## src/rtl/gpio_route_pkg.sv

```systemverilog
package gpio_route_pkg;

  localparam int SEL_W        = 5;
  localparam int PINS_PER_MUX = 6;
  localparam int MODE_W       = 2;
  localparam int PINS_PER_DRV = 16;

  localparam int SEL_SW      = 0;
  localparam int SEL_ATTN    = 1;
  localparam int SEL_PWR     = 2;
  localparam int SEL_NET     = 3;
  localparam int SEL_PWR_ALT = 4;
  localparam int SEL_RXCLR   = 5;
  localparam int SEL_TXFRM   = 6;
  localparam int SEL_TOP     = SEL_TXFRM;

  typedef logic [SEL_W-1:0] sel_t;

  typedef enum logic [MODE_W-1:0] {
    DRV_OFF       = 2'd0,
    DRV_LOW_ONLY  = 2'd1,
    DRV_HIGH_ONLY = 2'd2,
    DRV_ALWAYS    = 2'd3
  } drv_mode_e;

  typedef struct packed {
    logic attn_led;
    logic pwr_led;
    logic net_led;
    logic rx_clear;
    logic tx_frame;
  } int_src_t;

  // Bit position of a pin's select field inside its select register.
  function automatic int sel_lsb(int pin);
    return (pin % PINS_PER_MUX) * SEL_W;
  endfunction

  // Bit position of a pin's drive-mode field inside its drive register.
  function automatic int mode_lsb(int pin);
    return (pin % PINS_PER_DRV) * MODE_W;
  endfunction

  function automatic logic route_level(sel_t sel, logic sw_bit, int_src_t src);
    logic r;
    case (int'(sel))
      SEL_SW:      r = sw_bit;
      SEL_ATTN:    r = src.attn_led;
      SEL_PWR:     r = src.pwr_led;
      SEL_NET:     r = src.net_led;
      SEL_PWR_ALT: r = src.pwr_led;
      SEL_RXCLR:   r = src.rx_clear;
      SEL_TXFRM:   r = src.tx_frame;
      default:     r = 1'b0;
    endcase
    return r;
  endfunction

  function automatic logic drive_enable(drv_mode_e m, logic level);
    logic r;
    case (m)
      DRV_OFF:       r = 1'b0;
      DRV_LOW_ONLY:  r = ~level;
      DRV_HIGH_ONLY: r = level;
      default:       r = 1'b1;
    endcase
    return r;
  endfunction

endpackage

```

## src/rtl/gpio_in_sync.sv

```systemverilog
module gpio_in_sync #(
  parameter int WIDTH = 18
) (
  input  logic             clk,
  input  logic             rst_n,
  input  logic [WIDTH-1:0] raw_i,
  output logic [WIDTH-1:0] sync_o
);

  logic [WIDTH-1:0] meta_q;
  logic [WIDTH-1:0] sync_q;
  logic [1:0]       warm_q;   // cycles since reset, saturating, for the check below

  always_ff @(posedge clk or negedge rst_n) begin
    if (!rst_n) begin
      meta_q <= '0;
      sync_q <= '0;
      warm_q <= '0;
    end else begin
      meta_q <= raw_i;
      sync_q <= meta_q;
      if (warm_q != 2'd2) warm_q <= warm_q + 2'd1;
    end
  end

  assign sync_o = sync_q;

  // the read-back equals the raw input two edges earlier
  a_r6_two_stage: assert property (@(posedge clk) disable iff (!rst_n)
    (warm_q == 2'd2) |-> (sync_q == $past(raw_i, 2)));

endmodule

```

## src/rtl/gpio_pin_route.sv

```systemverilog
module gpio_pin_route import gpio_route_pkg::*; (
  input  logic              clk,
  input  logic              rst_n,
  input  sel_t              sel_i,
  input  logic [MODE_W-1:0] mode_i,
  input  logic              sw_bit_i,
  input  int_src_t          src_i,
  output logic              level_o,
  output logic              oe_o
);

  assign level_o = route_level(sel_i, sw_bit_i, src_i);
  assign oe_o    = drive_enable(drv_mode_e'(mode_i), level_o);

  // out-of-range codes never produce a high level
  a_r4_bad_code_low: assert property (@(posedge clk) disable iff (!rst_n)
    (int'(sel_i) > SEL_TOP) |-> !level_o);

  // mode 0 never enables the driver
  a_r5_off_quiet: assert property (@(posedge clk) disable iff (!rst_n)
    (mode_i == DRV_OFF) |-> !oe_o);

  // low-only mode enables only on a low level
  a_r5_low_only: assert property (@(posedge clk) disable iff (!rst_n)
    (oe_o && mode_i == DRV_LOW_ONLY) |-> !level_o);

  // high-only mode enables only on a high level
  a_r5_high_only: assert property (@(posedge clk) disable iff (!rst_n)
    (oe_o && mode_i == DRV_HIGH_ONLY) |-> level_o);

  // always mode keeps the driver on
  a_r5_always_on: assert property (@(posedge clk) disable iff (!rst_n)
    (mode_i == DRV_ALWAYS) |-> oe_o);

endmodule

```

## src/rtl/gpio_route_regs.sv

```systemverilog
module gpio_route_regs import gpio_route_pkg::*; #(
  parameter int NUM_PINS        = 18,
  parameter int ADDR_W          = 4,
  parameter int DATA_W          = 32,
  parameter bit LEGACY_READBACK = 1'b0
) (
  input  logic                             clk,
  input  logic                             rst_n,
  input  logic                             wr_en,
  input  logic [ADDR_W-1:0]                addr,
  input  logic [DATA_W-1:0]                wdata,
  input  logic [NUM_PINS-1:0]              pin_sync,
  output logic [DATA_W-1:0]                rdata,
  output logic [NUM_PINS-1:0][SEL_W-1:0]   sel_o,
  output logic [NUM_PINS-1:0][MODE_W-1:0]  mode_o,
  output logic [NUM_PINS-1:0]              dout_o
);

  localparam int NUM_MUX   = (NUM_PINS + PINS_PER_MUX - 1) / PINS_PER_MUX;
  localparam int NUM_DRV   = (NUM_PINS + PINS_PER_DRV - 1) / PINS_PER_DRV;
  localparam int DRV_BASE  = NUM_MUX;
  localparam int DOUT_ADDR = DRV_BASE + NUM_DRV;
  localparam int PIN_ADDR  = DOUT_ADDR + 1;

  logic [NUM_PINS-1:0][SEL_W-1:0]  sel_q;
  logic [NUM_PINS-1:0][MODE_W-1:0] mode_q;
  logic [NUM_PINS-1:0]             dout_q;

  logic [31:0]        addr_x;
  logic [NUM_MUX-1:0] hit_mux;
  logic [NUM_DRV-1:0] hit_drv;
  logic               hit_dout;
  logic               hit_ignored;   // write that lands on no writable register

  assign addr_x = 32'(addr);

  always_comb begin
    for (int m = 0; m < NUM_MUX; m++) hit_mux[m] = wr_en && (addr_x == 32'(m));
    for (int d = 0; d < NUM_DRV; d++) hit_drv[d] = wr_en && (addr_x == 32'(DRV_BASE + d));
    hit_dout    = wr_en && (addr_x == 32'(DOUT_ADDR));
    hit_ignored = wr_en && !(|hit_mux) && !(|hit_drv) && !hit_dout;
  end

  always_ff @(posedge clk or negedge rst_n) begin
    if (!rst_n) begin
      sel_q  <= '0;
      mode_q <= '0;
      dout_q <= '0;
    end else begin
      for (int p = 0; p < NUM_PINS; p++) begin
        if (hit_mux[p / PINS_PER_MUX]) sel_q[p]  <= wdata[sel_lsb(p) +: SEL_W];
        if (hit_drv[p / PINS_PER_DRV]) mode_q[p] <= wdata[mode_lsb(p) +: MODE_W];
        if (hit_dout)                  dout_q[p] <= wdata[p];
      end
    end
  end

  assign sel_o  = sel_q;
  assign mode_o = mode_q;
  assign dout_o = dout_q;

  // Packed read views of the per-pin fields
  logic [NUM_MUX-1:0][DATA_W-1:0] mux_word;
  logic [NUM_DRV-1:0][DATA_W-1:0] drv_word;
  logic [DATA_W-1:0]              mux0_view;

  always_comb begin
    mux_word = '0;
    drv_word = '0;
    for (int p = 0; p < NUM_PINS; p++) begin
      mux_word[p / PINS_PER_MUX][sel_lsb(p) +: SEL_W]   = sel_q[p];
      drv_word[p / PINS_PER_DRV][mode_lsb(p) +: MODE_W] = mode_q[p];
    end
  end

  generate
    if (LEGACY_READBACK) begin : g_legacy_view
      // field 1 lands one place low; it overwrites field 0's top bit, bit 9 reads 0
      assign mux0_view = {mux_word[0][DATA_W-1:10], 1'b0, mux_word[0][9:5], mux_word[0][3:0]};
    end else begin : g_plain_view
      assign mux0_view = mux_word[0];
    end
  endgenerate

  always_comb begin
    rdata = '0;
    for (int m = 0; m < NUM_MUX; m++)
      if (addr_x == 32'(m)) rdata = (m == 0) ? mux0_view : mux_word[m];
    for (int d = 0; d < NUM_DRV; d++)
      if (addr_x == 32'(DRV_BASE + d)) rdata = drv_word[d];
    if (addr_x == 32'(DOUT_ADDR)) rdata = DATA_W'(dout_q);
    if (addr_x == 32'(PIN_ADDR))  rdata = DATA_W'(pin_sync);
  end

  // a write to select register 0 lands in pin 0's field
  a_r1_field0_load: assert property (@(posedge clk) disable iff (!rst_n)
    hit_mux[0] |=> (sel_q[0] == $past(wdata[SEL_W-1:0])));

  // writes to read-only or unmapped addresses change nothing
  a_r9_ignored_write: assert property (@(posedge clk) disable iff (!rst_n)
    hit_ignored |=> ($stable(sel_q) && $stable(mode_q) && $stable(dout_q)));

  // without a write strobe the registers hold
  a_r10_hold: assert property (@(posedge clk) disable iff (!rst_n)
    !wr_en |=> ($stable(sel_q) && $stable(mode_q) && $stable(dout_q)));

endmodule

```

## src/rtl/gpio_route_ctrl.sv

```systemverilog
module gpio_route_ctrl import gpio_route_pkg::*; #(
  parameter int NUM_PINS        = 18,
  parameter int ADDR_W          = 4,
  parameter int DATA_W          = 32,
  parameter bit LEGACY_READBACK = 1'b0
) (
  input  logic                clk,
  input  logic                rst_n,
  input  logic                reg_wr,
  input  logic [ADDR_W-1:0]   reg_addr,
  input  logic [DATA_W-1:0]   reg_wdata,
  output logic [DATA_W-1:0]   reg_rdata,
  input  logic                src_attn_led,
  input  logic                src_pwr_led,
  input  logic                src_net_led,
  input  logic                src_rx_clear,
  input  logic                src_tx_frame,
  input  logic [NUM_PINS-1:0] pad_in,
  output logic [NUM_PINS-1:0] pad_out,
  output logic [NUM_PINS-1:0] pad_oe
);

  logic [NUM_PINS-1:0][SEL_W-1:0]  sel_vec;
  logic [NUM_PINS-1:0][MODE_W-1:0] mode_vec;
  logic [NUM_PINS-1:0]             dout_vec;
  logic [NUM_PINS-1:0]             pad_sync;
  int_src_t                        isrc;

  assign isrc = '{attn_led: src_attn_led, pwr_led: src_pwr_led, net_led: src_net_led,
                  rx_clear: src_rx_clear, tx_frame: src_tx_frame};

  gpio_in_sync #(.WIDTH(NUM_PINS)) u_sync (
    .clk    (clk),
    .rst_n  (rst_n),
    .raw_i  (pad_in),
    .sync_o (pad_sync)
  );

  gpio_route_regs #(
    .NUM_PINS        (NUM_PINS),
    .ADDR_W          (ADDR_W),
    .DATA_W          (DATA_W),
    .LEGACY_READBACK (LEGACY_READBACK)
  ) u_regs (
    .clk      (clk),
    .rst_n    (rst_n),
    .wr_en    (reg_wr),
    .addr     (reg_addr),
    .wdata    (reg_wdata),
    .pin_sync (pad_sync),
    .rdata    (reg_rdata),
    .sel_o    (sel_vec),
    .mode_o   (mode_vec),
    .dout_o   (dout_vec)
  );

  for (genvar p = 0; p < NUM_PINS; p++) begin : g_pin
    gpio_pin_route u_route (
      .clk      (clk),
      .rst_n    (rst_n),
      .sel_i    (sel_vec[p]),
      .mode_i   (mode_vec[p]),
      .sw_bit_i (dout_vec[p]),
      .src_i    (isrc),
      .level_o  (pad_out[p]),
      .oe_o     (pad_oe[p])
    );
  end

  // pin 0 on code 0 in always mode drives the software bit
  a_r2_sw_route: assert property (@(posedge clk) disable iff (!rst_n)
    (sel_vec[0] == '0 && mode_vec[0] == DRV_ALWAYS) |-> (pad_oe[0] && pad_out[0] == dout_vec[0]));

endmodule

```

## config.mk

```make
export PLATFORM = sky130hd
export DESIGN_NAME = gpio_route_ctrl
export DESIGN_NICKNAME = d
export VERILOG_FILES = /design/src/rtl/gpio_route_pkg.sv /design/src/rtl/gpio_in_sync.sv /design/src/rtl/gpio_pin_route.sv /design/src/rtl/gpio_route_regs.sv /design/src/rtl/gpio_route_ctrl.sv
export SDC_FILE = /design/constraint.sdc
export NUM_CORES = 1
export LEC_CHECK = 0
export ABC_AREA = 1
export BUFFER_PORTS_ARGS = -buffer_cell sky130_fd_sc_hd__buf_2
export CORE_ASPECT_RATIO = 0.75
export CORE_MARGIN = 2
export CORE_UTILIZATION = 45
export CTS_BUF_LIST = sky130_fd_sc_hd__clkbuf_8 sky130_fd_sc_hd__clkbuf_16
export DETAILED_ROUTE_END_ITERATION = 7
export GPL_TIMING_DRIVEN = 0
export PLACE_DENSITY = 0.67
export SLEW_MARGIN = 20
export SYNTH_ARGS = -nofsm -noshare
export SYNTH_HDL_FRONTEND = slang
export SYNTH_SLANG_ARGS = --single-unit
```

## constraint.sdc

```tcl
create_clock -name clk -period 1 [get_ports clk]
set_input_delay 0.1 -clock clk [delete_from_list [all_inputs] [get_ports clk]]
set_output_delay 0.1 -clock clk [all_outputs]
set_load 0.01 [all_outputs]
```

### Yosys cells after proc, flatten, opt, wreduce, memory -nomap -nowiden

Cells that the tools add are included.

* reduce and logical (&&, ||, !) cells: 61
* multiplexer cells: 43
* equal/unequal tests: 150
* bitwise operators: 18

Operators with widths (number)
* == test 5 x 3 -> 1 bit (second input constant): 54
* 2-to-1 mux 32 bit: 6
* == test 5 x 2 -> 1 bit (second input constant): 36
* case mux 1 bit (6 select lines): 18
* == test 5 x 1 -> 1 bit (second input constant): 18
* zero test 5 bit: 18
* case mux 1 bit (3 select lines): 18
* == test 2 x 1 -> 1 bit (second input constant): 18
* == test 2 bit (second input constant): 18
* zero test 2 bit: 18
* OR reduction 2 bit: 18
* zero test 32 bit: 1
* 2-to-1 mux 30 bit: 1
* NOT 1 bit: 18
* == test 4 x 3 -> 1 bit (second input constant): 3
* == test 4 x 2 -> 1 bit (second input constant): 2
* logical AND 1 bit: 6
* == test 4 x 1 -> 1 bit (second input constant): 1

* bits in registers: 180
* input bits: 62
* word-level logic and storage cells: 311
* output and inout bits: 68

### Longest topological paths before layout

Gate-level depths: netlist of run 1.

* depth in word-level cells: 8
* mapped depth: 12
* mapped depth without buffers: 10

### Hierarchy

Synthesis of run 1 repeated with hierarchy kept, for this count alone.

* cells, all modules: 1306
* area, all modules: 9863.2 um2

Modules (own cells, without submodules)
* gpio_route_regs: times used 1, seq. area each 3603.5 um2, area each 6620.1 um2, cells each 802
* gpio_pin_route: times used 18, seq. area each 0.0 um2, area each 130.1 um2, cells each 26
* gpio_in_sync: times used 1, seq. area each 900.9 um2, area each 900.9 um2, cells each 36

### Least setup slack after synthesis of run 1

Ideal clock, no wire load.

* path type: register to output
* from: reg u_regs.sel_q (netlist bit u_regs.sel_o[56])
* to: out pad_oe[11]
* buffers on the path: 1
* setup slack: -0.129 ns
* data required time: 0.900 ns
* arrival: 1.029 ns
* cell stages (with the launch flop): 10
* path through: dfrtp_1 > inv_1 > nand3_1 > nand2_1 > inv_1 > nand2_1 > nand3_1 > nand2_1 > nand2_1 > buf_4

* cells in the longest elaborated chain, start to end: 5

RTL lines
* start: declaration: RTL line gpio_route_regs.sv:25 `logic [NUM_PINS-1:0][SEL_W-1:0] sel_q;`
* start signal: indexed assignment: RTL line gpio_route_regs.sv:51 `if (hit_mux[p / PINS_PER_MUX]) sel_q[p] <= wdata[sel_lsb(p) +: SEL_W];`
* == test 5 x 2 -> 1 bit / == test 5 x 3 -> 1 bit (equally long branches): RTL line gpio_route_pkg.sv:46 `case (int'(sel))`
* OR reduction 2 bit (no source line)
* case mux 1 bit (6 select lines) (*): RTL line gpio_route_pkg.sv:46
* NOT 1 bit: RTL line gpio_route_pkg.sv:63 `DRV_LOW_ONLY: r = ~level;`
* case mux 1 bit (3 select lines) (*): RTL line gpio_route_pkg.sv:61 `case (m)`
* end: declaration: RTL line gpio_route_ctrl.sv:20 `output logic [NUM_PINS-1:0] pad_oe`

Mark *: on every way between the ends. The rest lies on a longest branch, timed or not.

### Worst setup path in the final report of run 1

* from: reg u_regs.dout_q[11] (netlist: u_regs.dout_o[11])
* to: out pad_oe[11]

* cells in the longest elaborated chain, start to end: 3

RTL lines
* start: declaration: RTL line gpio_route_regs.sv:27 `logic [NUM_PINS-1:0] dout_q;`
* start signal: indexed assignment: RTL line gpio_route_regs.sv:53 `if (hit_dout) dout_q[p] <= wdata[p];`
* case mux 1 bit (6 select lines) (*): RTL line gpio_route_pkg.sv:46
* NOT 1 bit: RTL line gpio_route_pkg.sv:63
* case mux 1 bit (3 select lines) (*): RTL line gpio_route_pkg.sv:61

Marked as above.

==> results.txt, run 1 <==
The overall routing resource usage came out at about a third. The arrival time at the worst endpoint is ~1.7 ns. The flow ran to the end, but the final reports show violations.

The worst-case IR drop observed on VDD is around 1.4 mV. The post-synthesis async set-or-reset flop share came out at between 90% and 100%. The number of pins exceeding their max-slew limit in the final report was 0. The critical path endpoint category is a primary output. The number of diodes added for antenna fixing is 0. The met1 usage in global routing came out at a little under half. The worst-case headroom to the max-slew limit came out at between 60 and 70%. The die is between 150 and 200 µm wide. In this run the critical register-to-register path is captured at u_regs.sel_o[61]. The post-synthesis cell area came out at 0.00994 mm².

Across all hold checks on the routed design, the worst slack comes to -0.488 ns. The number of design rule violations left after detail routing is 0. The root buffer cell chosen for the clock tree is sky130_fd_sc_hd__clkbuf_16. The pin count of the biggest net entering global routing is 81. The number of cells on the worst reg-to-reg path is 4. The cell type contributing the most total cell area after synthesis is sky130_fd_sc_hd__dfrtp_1. The time the final worst path needs with I/O delays and setup is approximately 1.8 ns. The register-to-register path setup slack is about 0.040 ns. The largest clock skew in the final design is around 0.0012 ns. The setup slack at placement came out at -0.913 ns. The synthesized-area fraction occupied by and/or/nand/nor cells came out at 29.7%. The standard cell area after detailed placement is about 0.012 mm². In this run the most used layer during global routing was met2. The total CTS buffers is 17.

Tracing the worst setup path back leads to its startpoint at u_regs.dout_o[11]. The routed wirelength normalized by instance count came out at 21.1 µm. The placed wire-length estimate after detailed placement came out at between 20000 and 25000 µm. The first global-routing pass estimated 57100 µm of wire. Across the run, the number of max-cap violations was 0. The adder-cell share of the synthesized area came out at 0%. The startpoint of the lowest-slack register-to-register path is u_regs.sel_o[61]. The capturing instance or port of the critical path is pad_oe[11].

The net count of the mapped netlist came out at about 1400. The mean instance size in the synthesized netlist is 7.62 µm². The sequential area share after synthesis came out at a little under half. For this block, the routed nets add up to approximately 39000 µm of wire. The number of inserted filler cells in the final layout is approximately 1800.

The slowest cell on the critical path is sky130_fd_sc_hd__dfrtp_1. The commonest non-fill, non-tap cell in the layout is sky130_fd_sc_hd__nand2_1. The distinct cell type count of the synthesized netlist is 30.

The total congestion overflow after global routing came out at 0. Summing all non-filler instances in the final layout gives an area of approximately 0.014 mm². Leaving out fill and tap cells, the most frequent cells in the layout are sky130_fd_sc_hd__nand2_1, sky130_fd_sc_hd__dfrtp_1, sky130_fd_sc_hd__nand2_2, sky130_fd_sc_hd__inv_1, sky130_fd_sc_hd__nand3_2. The final reports fail on hold timing, setup timing. The proportion of synthesized area in mux cells is 0%. The final net count is 1585. The largest fanout of any net on the critical path is 3. Compared with the post-synthesis result, the final layout area differs by 43.6%. The detailed-router iteration count before antenna repair is 6. The count of nets left with antenna violations after detail routing is 0. The placer congestion estimate came out at ~0.93. The routing usage on met2 came out at between 40% and 50%. Counting stages on the worst path, the most repeated cell is sky130_fd_sc_hd__nand2_1.

In this run, the number of DRC markers left after iteration 0 of detailed routing was 1289. The utilization after layout is about two thirds. Setup violations remaining at the end of the flow were counted as between 90 and 100. The number of antenna violations at the first check in global routing is 0. Sorting the synthesized cells by area gives the leading types as sky130_fd_sc_hd__dfrtp_1, sky130_fd_sc_hd__nand2_1, sky130_fd_sc_hd__nand3_1. The starting density of the core is around 45%.

The clock net in this run drives a total of between 150 and 200 sinks. Excluding fillers, the count of instances in the completed layout stands at between 1500 and 2000. In this run the number of H-tree levels came out at 4. Traced cell by cell, the critical path runs through inv_1 -> nand2_1 -> nand3_2 -> nand3_4 -> nand3_4 -> nand2_1 -> nand2_1 -> buf_6.

The count of boundary I/O pins came out at between 100 and 150. The number of buffers inserted by hold repair at cts is 29. The count of warnings emitted by yosys is 0. The synthesized-area fraction occupied by ao, oa, aoi and oai cells is 12.0%. Setup repair after global routing could not meet its margin everywhere. Summed over all cells, the static leakage comes to around 0.0072 µW.

The tightest min-delay check is of the primary input to async pin type. The kind of critical path is register to primary output. The worst setup path is launched from a register. The clock latency of the later-clocked register in the worst-skew pair came out at about 0.44 ns. Based on the critical path, the design can be clocked at up to 561 MHz.

The number of vias after detailed routing came out at 10166. The number of buffers between clock root and the deepest sink came out at 2. The power density over cell area is ~1900 mW/mm². The prevailing post-synth register cell is sky130_fd_sc_hd__dfrtp_1. The final cycle utilization of the critical path came out at 178%. The clock-pin slew reported for the worst setup and hold paths after clock tree synthesis came out at 0.08 ns. The final-report hold violation count came out at 100. The met3 layer usage reported by global route is around an eighth. The highest cell delay on the worst timing path came out at approximately 0.40 ns. The xor/xnor share of the synthesized area came out at 0%. The required time of the worst setup path came out at 0.90 ns. The slew at the pin closest to its max-slew limit came out at 0.569 ns.

The cell count after placement is 1726. The area of the core came out at 0.0219 mm². After synthesis the netlist holds a flip-flop and latch count of 180. The number of vias per cell came out at about 5.6. Counting every instance in the synthesized netlist gives 1305. The final total negative setup slack came out at -41.66 ns. The post-layout worst setup margin came out at -0.784 ns.

The die area is 0.0233 mm². The vertical extent of the die is ~130 µm. Summed over its instances, the top area cell type makes up a little under half of the synthesized netlist area.

By area, the combinational part of the netlist is dominated by simple AND/OR/NAND/NOR gates. The placement row count is 47. The CTS tree is done.

The number of global-route vias before repair came to 9723. The share of final-layout standard cells stronger than drive strength 1 came out at 47.5%. The quantity of I/O buffers inserted on ports is ~130. Yosys mapped a number of flops with a built-in enable equal to 0.
-- what timing repair did --
item | in CTS | in global routing
buffers inserted | 53 | 21
setup endpoints to repair | 68 | 110
gates resized for setup | 252 | 138
endpoints found under the hold margin | 145 | 100
pin swaps | 124 | 79
cloned | 4 | 5
-- critical path, delay by kind of cell (launching register included) --
kind / cells / cell delay, ns
buffers and inverters: 2 / 0.29
AND/OR/NAND/NOR: 6 / 0.55
flip-flops: 1 / 0.40
-- routing by layer --
layer	vias up	part of all wire, %
met5	-	0
met4	0	4.0
met3	108	12
met2	576	42
met1	4915	42
li1	4567	-
-- flip-flops by register name (all words and copies together), names as in the netlist --
register and count:
u_regs.mode_o 36, u_sync.sync_o 18, u_regs.dout_o 18, u_regs.sel_o 90, u_sync.meta_q 18
-- stage by stage --
| stage | power (µW) | hold slack, ns |
|---|---|---|
| final | 27200 | -0.488 |
| after global placement | 16900 | 0.209 |
| after CTS | 26000 | -0.473 |
| after detailed placement | 17200 | -0.00696 |
| after floorplan | 14700 | -0.196 |
| after global routing | 28400 | -0.469 |
-- where the power goes --
| group | switching [µW] | total (µW) | internal [µW] |
|---|---|---|---|
| clock | 3210 | 7660 | 4450 |
| sequential | 1540 | 10100 | 8580 |
| combinational | 5190 | 9430 | 4240 |
| total | 9940 | 27200 | 17300 |
-- cell type report --
class | instances | area [µm²] | share of cell area (%)
Clock buffer | 20 | 467 | 3.27
Timing Repair Buffer | 234 | 2120 | 14.8
Sequential cell | 180 | 4540 | 31.8
Clock inverter | 12 | 190 | 1.33
Tap cell | 294 | 368 | 2.58
Multi-Input combinational cell | 872 | 5280 | 37.0
Inverter | 165 | 686 | 4.80
Buffer | 53 | 632 | 4.43
-- worst min-delay path by stage --
| stage | from | to | slack, ns | cells past startpoint |
|---|---|---|---|---|
| 2_1_floorplan | rst_n | u_regs.dout_o[0] | -0.20 | 0 |
| 3_3_place_gp | pad_in[3] | u_sync.meta_q[3] | 0.21 | 1 |
| 3_5_place_dp | rst_n | u_sync.sync_o[8] | -0.007 | 1 |
| 4_1_cts | rst_n | u_sync.meta_q[8] | -0.47 | 1 |
| 5_1_grt | rst_n | u_sync.meta_q[8] | -0.47 | 1 |
| 6_report | rst_n | u_sync.meta_q[8] | -0.49 | 1 |
-- kinds of logic after synthesis --
family,Yosys count
buf+inv,254
simple gates,688
flops,180
compound gates,183
-- cell usage after synthesis, types with 6 or more instances --
cell type	n
sky130_fd_sc_hd__nand2_1	430
sky130_fd_sc_hd__dfrtp_1	180
sky130_fd_sc_hd__inv_1	152
sky130_fd_sc_hd__nand3_1	149
sky130_fd_sc_hd__o21ai_1	65
sky130_fd_sc_hd__o21ai_2	61
sky130_fd_sc_hd__nor2_1	59
sky130_fd_sc_hd__buf_4	40
sky130_fd_sc_hd__buf_2	25
sky130_fd_sc_hd__o21ai_0	23
sky130_fd_sc_hd__nand4_1	21
sky130_fd_sc_hd__buf_6	18
sky130_fd_sc_hd__o211ai_1	14
sky130_fd_sc_hd__or2_2	14
sky130_fd_sc_hd__a21oi_1	12
sky130_fd_sc_hd__o22ai_1	6
Power figures use the tool's default switching activity.
==> run 2, diff against run 1 <==
--- a/config.mk
+++ b/config.mk
@@ -14,6 +14,7 @@
 export DETAILED_ROUTE_END_ITERATION = 7
 export GPL_TIMING_DRIVEN = 0
 export PLACE_DENSITY = 0.67
+export RECOVER_POWER = 50
 export SLEW_MARGIN = 20
 export SYNTH_ARGS = -nofsm -noshare
 export SYNTH_HDL_FRONTEND = slang
==> results.txt, run 2 (synthesized netlist as in run 1, its figures left out) <==
The slew at the pin closest to its max-slew limit is slightly below 1 ns. The number of vias after detailed routing is 10166. The number of pins exceeding their max-slew limit in the final report is 0. The overall routing resource usage came out at about a third.

The clock latency of the later-clocked register in the worst-skew pair is roughly 0.44 ns. The number of global-route vias before repair came out at between 9000 and 10000. The worst path buffer plus inverter count came out at 2. The final total negative setup slack came out at -57.58 ns. Cells with a size suffix above 1 make up ~48% of the layout. The arrival time at the worst endpoint came out at 1.68 ns.

The setup path with the least slack is of type register to primary output. The CTS tree is done. The post-layout worst setup margin is -0.780 ns. The cell chosen for the clock root is sky130_fd_sc_hd__clkbuf_16.

The count of nets left with antenna violations after detail routing is 0. The setup slack at placement is -0.913 ns. The static leakage is between 0.007 and 0.008 µW. The layout has 1791 filler cells.

The number of diodes added for antenna fixing came out at 0. The number of antenna violations at the first check in global routing was 0. The number of buffers inserted by hold repair at cts is 29. The standard cell area after detailed placement came out at 0.0116 mm². The kind of cell with the highest combined delay along the critical path is simple AND/OR/NAND/NOR gates.

The largest clock skew in the final design came out at ~0.0015 ns. IR analysis of the VDD net gives a maximum drop of 1.36 mV. The area of the core came out at approximately 0.022 mm².

The total CTS buffers came out at 17. The worst-case reg-to-reg path depth came out at 4. The clock-pin slew reported for the worst setup and hold paths after clock tree synthesis came out at approximately 0.08 ns. The routed wirelength normalized by instance count is 21.1 µm. The count of boundary I/O pins came out at 130. The placed wire-length estimate after detailed placement is about 25000 µm. Of all nets on the critical path, the largest fanout is 3.

Combinational logic burns 34.6% of the power. The number of sinks on the clock net came out at 180. The quantity of I/O buffers inserted on ports came out at 125. The clock network burns between 20% and 30% of the power.

The power density over cell area came out at around 1900 mW/mm². The footprint of the multi-input gates is between 0.005 and 0.006 mm². The area added between synthesis and finish came out at 43.4%. The vertical extent of the die came out at about 130 µm. The finished cells cover approximately 0.014 mm².

The total internal power came out at roughly 17000 µW. Entering global routing, the biggest net connects 81 pins. The checks that failed: hold timing, setup timing. The type of the worst min-delay path is primary input to async pin. After layout, the minimum clock period comes to roughly 1.8 ns. The initial utilization of the core area, before any placement, comes to about 45%. The die is 176 µm wide.

The run finished, with violations left. The global-route wire length before repair came out at around 57000 µm. The dominant cell type by count on the critical path is sky130_fd_sc_hd__nand2_1.

The sequential share of power came out at between 30% and 40%. The worst-case hold slack came out at -0.208 ns. The final cycle utilization of the critical path is 178%. The number of flip-flops in the largest register is 90. The switching power summed over all nets is 9930 µW. The final-report setup violation count is between 150 and 200. On the critical path, the stage with the largest delay is an instance of sky130_fd_sc_hd__dfrtp_1. Measured against its own limit, the worst slew margin works out to approximately 36%.

The die area is about 0.023 mm². In this run the number of H-tree levels came out at 4. The placement row count came out at 47. The total congestion overflow after global routing is 0. No sink is reached through more buffers than the 2 on the longest clock path. The net switching fraction of the power is 36.5%. Leaving out fill and tap cells, the most frequent cells in the layout are sky130_fd_sc_hd__nand2_1, sky130_fd_sc_hd__dfrtp_1, sky130_fd_sc_hd__nand2_2, sky130_fd_sc_hd__inv_1, sky130_fd_sc_hd__nand3_2. The number of max-cap violations came out at 0. The category of the worst setup path launch point is a register. The congestion estimate from routability-driven global placement came to a little over 0.9. The area taken by flip-flops and latches came out at 0.00454 mm². The largest single stage delay on the critical path is about 0.4 ns. The number of vias per cell came out at roughly 5.6. Summed over all layers, the routed wires come to between 30000 and 40000 µm. The detailed-router iteration count before antenna repair came out at 7. The achievable clock frequency is about 560 MHz. The worst setup path is captured at a primary output. The final-report hold violation count came out at 36.

The commonest non-fill, non-tap cell in the layout is sky130_fd_sc_hd__nand2_1. The critical path goes through inv_1 -> nand2_1 -> nand3_2 -> nand3_4 -> nand3_4 -> nand2_1 -> nand2_1 -> buf_6. The required time of the worst setup path came out at roughly 0.9 ns.

The starting DRC count in detailed routing is ~1300. Setup repair after global routing could not meet its margin everywhere. Counting buffers and inverters, the worst setup path is 8 cells deep.

The final net count is between 1500 and 2000. The number of design rule violations left after detail routing is 0.
==> run 2: metrics by stage <==
stage,cells,utilization (%),total power (µW)
finish,1830,65.2,27200
global route,1830,65.2,28400
CTS,1808,62.1,26000
detailed placement,1726,52.9,17200
global placement,1724,52.6,16900
floorplan,1305,-,14700
==> run 2: worst paths after layout <==
path / end / startpoint / slack, ns
worst max-delay path: pad_oe[11] / u_regs.dout_o[11] / -0.78
worst min-delay path: u_sync.meta_q[8] / rst_n / -0.21
min in group clk: u_regs.dout_o[4] / reg_wdata[4] / 0.01
worst min register to register: u_sync.sync_o[6] / u_sync.meta_q[6] / 0.35
max in group asynchronous: u_regs.sel_o[31] / rst_n / -0.26
worst max register to register: u_regs.sel_o[61] / u_regs.sel_o[61] / 0.03
==> run 2: final cells by class <==
class	instances	share of cell area [%]
sequential	180	31.8
tap	294	2.58
clock buffer	20	3.27
inverter	165	4.81
timing repair buffer	234	14.7
multi-input combinational	872	37.0
clock inverter	12	1.33
buffer	53	4.43
==> run 2: power by group through the flow <==
| stage | logic, µW | clock network [µW] | registers (µW) |
|---|---|---|---|
| floorplan | 5140 | 0 | 9610 |
| finish | 9420 | 7650 | 10100 |
| CTS | 8380 | 7630 | 9950 |
| global placement | 6850 | 0 | 10100 |
| detailed placement | 7040 | 0 | 10100 |
| global route | 10200 | 7970 | 10300 |
==> run 2: timing repair <==
action,4_1_cts,5_1_grt
pin swaps,124,79
cloned,4,5
setup endpoints to repair,68,110
hold endpoints to repair,145,100
resized for setup,252,138
setup buffers,53,21
==> run 2: metal layers <==
layer	part of all wire, %	global-route usage, %
met1	42	45.5
met2	42	47.1
met3	12	11.9
met4	4.0	13.4
met5	0	0
==> run 2: worst reg2reg max path: stages (launching register included) <==
cell	delay (ns)
sky130_fd_sc_hd__dfrtp_2	0.47
sky130_fd_sc_hd__buf_6	0.14
sky130_fd_sc_hd__buf_4	0.13
sky130_fd_sc_hd__nand2_2	0.07
sky130_fd_sc_hd__o21ai_2	0.05
==> run 3, diff against run 2 <==
--- a/config.mk
+++ b/config.mk
@@ -15,7 +15,8 @@
 export GPL_TIMING_DRIVEN = 0
 export PLACE_DENSITY = 0.67
 export RECOVER_POWER = 50
-export SLEW_MARGIN = 20
+export REMOVE_ABC_BUFFERS = 1
+export SETUP_SLACK_MARGIN = 0.4
 export SYNTH_ARGS = -nofsm -noshare
 export SYNTH_HDL_FRONTEND = slang
 export SYNTH_SLANG_ARGS = --single-unit
==> results.txt, run 3 (synthesized netlist as in run 1, its figures left out) <==
The flow ran to the end, but the final reports show violations. The final reports fail on hold timing, setup timing. The utilization after layout came out at approximately two thirds.

The number of global-route vias before repair is about 9900. The total congestion overflow after global routing is 0. The clock latency of the later-clocked register in the worst-skew pair is 0.44 ns.

The tightest min-delay check is of the primary input to async pin type. The number of pins exceeding their max-slew limit in the final report is 0. After detailed routing, the total wire length is 44900 µm. The H-tree generated during clock tree synthesis spans 4 levels.

The required time of the worst setup path came out at around 0.90 ns. In this run the worst path has a maximum fanout of 3. STA classifies the critical path startpoint as a register. The count of boundary I/O pins is 130. Once detail routing completed, the nets flagged for antenna violations numbered 0. The maximum vdd drop came out at roughly 1 mV. The global-route wire length before repair is approximately 59000 µm. The final-report hold violation count came out at slightly below 90.

The most critical setup path has its startpoint at u_regs.sel_o[3]. The placer congestion estimate is between 0.8 and 0.9. The met1 usage in global routing came out at a little under half. STA classifies the critical path endpoint as a primary output. The share of final-layout standard cells stronger than drive strength 1 is between 40% and 50%. The final net count came out at 1580.

The clock net in this run drives a total of 180 sinks. In this run the most used layer during global routing was met2. The post-layout worst setup margin is -0.922 ns. Global routing used 34.2% of the available tracks across all layers. The total CTS buffers came out at 17.

The starting DRC count in detailed routing is ~1900. The number of max-cap violations came out at 0. The vertical extent of the die came out at approximately 130 µm. The area of the core is 0.0219 mm².

The CTS tree is done. The placement row count is 47. The number of antenna violations at the first check in global routing was 1. The area added between synthesis and finish is 44.1%. The number of vias per cell came out at a little over 6. The setup slack at placement came out at -1.98 ns. Clock-pin slew was measured on the worst setup and hold paths at ~0.070 ns. The register-to-register path setup slack is 0.02 ns. The quantity of I/O buffers inserted on ports is about 130. The static leakage came out at 0.00695 µW. The worst-case hold slack is -0.149 ns.

For the pin with the worst max-slew slack, the measured transition is a little over 1 ns. In this run the clock root is driven by a sky130_fd_sc_hd__clkbuf_16. The number of flip-flops in the largest register is 90. After routing, the total negative slack on setup checks comes to -53.22 ns. The width of the die came out at 176 µm.

The finished layout holds around 1800 standard cells, fillers aside. The placed wire-length estimate after detailed placement is roughly 19000 µm. The worst register-to-register path begins at u_regs.sel_o[72]. The power density over cell area came out at about 1800 mW/mm².

The worst-case reg-to-reg path depth came out at 4. The routed wirelength normalized by instance count came out at about 25 µm. The pin count of the biggest net entering global routing is about 110. The commonest non-fill, non-tap cell in the layout is sky130_fd_sc_hd__nand2_1. Setup repair after global routing could not meet its margin everywhere. The number of buffers between clock root and the deepest sink came out at 2. The first detailed-routing pass ran for 6 iterations. For this design, the CTS-stage hold fixing added 20 buffers. The final-report setup violation count came out at 170. 0 antenna diodes ended up in the layout. Leaving out fill and tap cells, the most frequent cells in the layout are sky130_fd_sc_hd__nand2_1, sky130_fd_sc_hd__dfrtp_1, sky130_fd_sc_hd__inv_1, sky130_fd_sc_hd__buf_2, sky130_fd_sc_hd__nand3_2. The most critical setup path has its endpoint at pad_oe[0]. The cell count after placement came out at between 1500 and 2000. The number of vias after detailed routing is ~11000. The clock arrives with ~0.0027 ns of skew. The critical path is of the register to primary output type. The final cycle utilization of the critical path is 192%.

The routing usage on met2 came out at 48.7%. Timing would allow up to roughly 520 MHz. After detailed routing, the number of remaining DRC violations is 0. The worst-case headroom to the max-slew limit is between 30% and 40%.

STA puts the critical path data arrival time at roughly 1.8 ns. The terminus of the critical flop-to-flop path is u_regs.sel_o[72]. The starting density of the core came out at ~45%. The time the final worst path needs with I/O delays and setup came out at roughly 1.9 ns. The floorplan step defined a die boundary enclosing approximately 0.023 mm². The met3 layer usage reported by global route is under 10%.
## run 3: cell types whose count changed in the layout (fill, tap and decap cells not counted), sizes merged
cell	before	now
clkinv	8	14
nor2	63	64
buf	245	224
clkbuf	33	18
dlygate4sd3	29	20
nand2	442	473
## run 3: worst min-delay path by stage
stage          startpoint                 to  slack (ns)  cells after the start
2_1_floorplan       rst_n   u_regs.dout_o[0]       -0.20                      0
3_3_place_gp   pad_in[17]  u_sync.meta_q[17]        0.21                      1
3_5_place_dp        rst_n   u_regs.sel_o[29]         0.1                      1
4_1_cts             rst_n   u_regs.sel_o[29]       -0.36                      1
5_1_grt             rst_n   u_regs.sel_o[29]       -0.08                      1
6_report            rst_n   u_regs.sel_o[29]       -0.15                      1
## run 3: report_power, final
part	internal (µW)	switching, µW	total, µW
Clock	4120	2970	7090
Combinational	3860	5310	9170
Sequential	8580	1610	10200
## run 3: per-stage QoR
step                power (µW)  cell area [µm²]
finish                   26500            14300
global route             27500            14300
CTS                      24100            12900
detailed placement       15500            10300
global placement         15300            10300
floorplan                13300             9290
## run 3: metal layers
| layer | part of all wire, % | vias to the layer above |
|---|---|---|
| met4 | 8.7 | 2 |
| met2 | 40 | 979 |
| met3 | 16 | 361 |
| li1 | - | 4605 |
| met5 | 0.029 | - |
| met1 | 36 | 5226 |
## run 3: critical path, stage by stage (launching register included)
cell and delay [ns]:
sky130_fd_sc_hd__dfrtp_1 0.41, sky130_fd_sc_hd__nor2_1 0.49, sky130_fd_sc_hd__nand3_2 0.17, sky130_fd_sc_hd__nand2_1 0.10
sky130_fd_sc_hd__nand2_1 0.07, sky130_fd_sc_hd__buf_2 0.14
## run 3: final cells by class
class / count / area, µm²
flip-flops and latches: 180 / 4530
well taps: 294 / 368
multi-input cells: 904 / 5900
repair buffers: 245 / 2090
fillers: 1685 / 7560
clock inverters: 13 / 170
inverters: 165 / 738
repair inverters: 5 / 95.1
clock buffers: 17 / 425
## run 3: timing repair
item                       in CTS  in global routing
setup endpoints to repair     212                324
gates cloned                   31                  7
resized for setup             280                243
pin swaps                      99                 95
hold endpoints to repair      108                 71
setup buffers                  53                 42
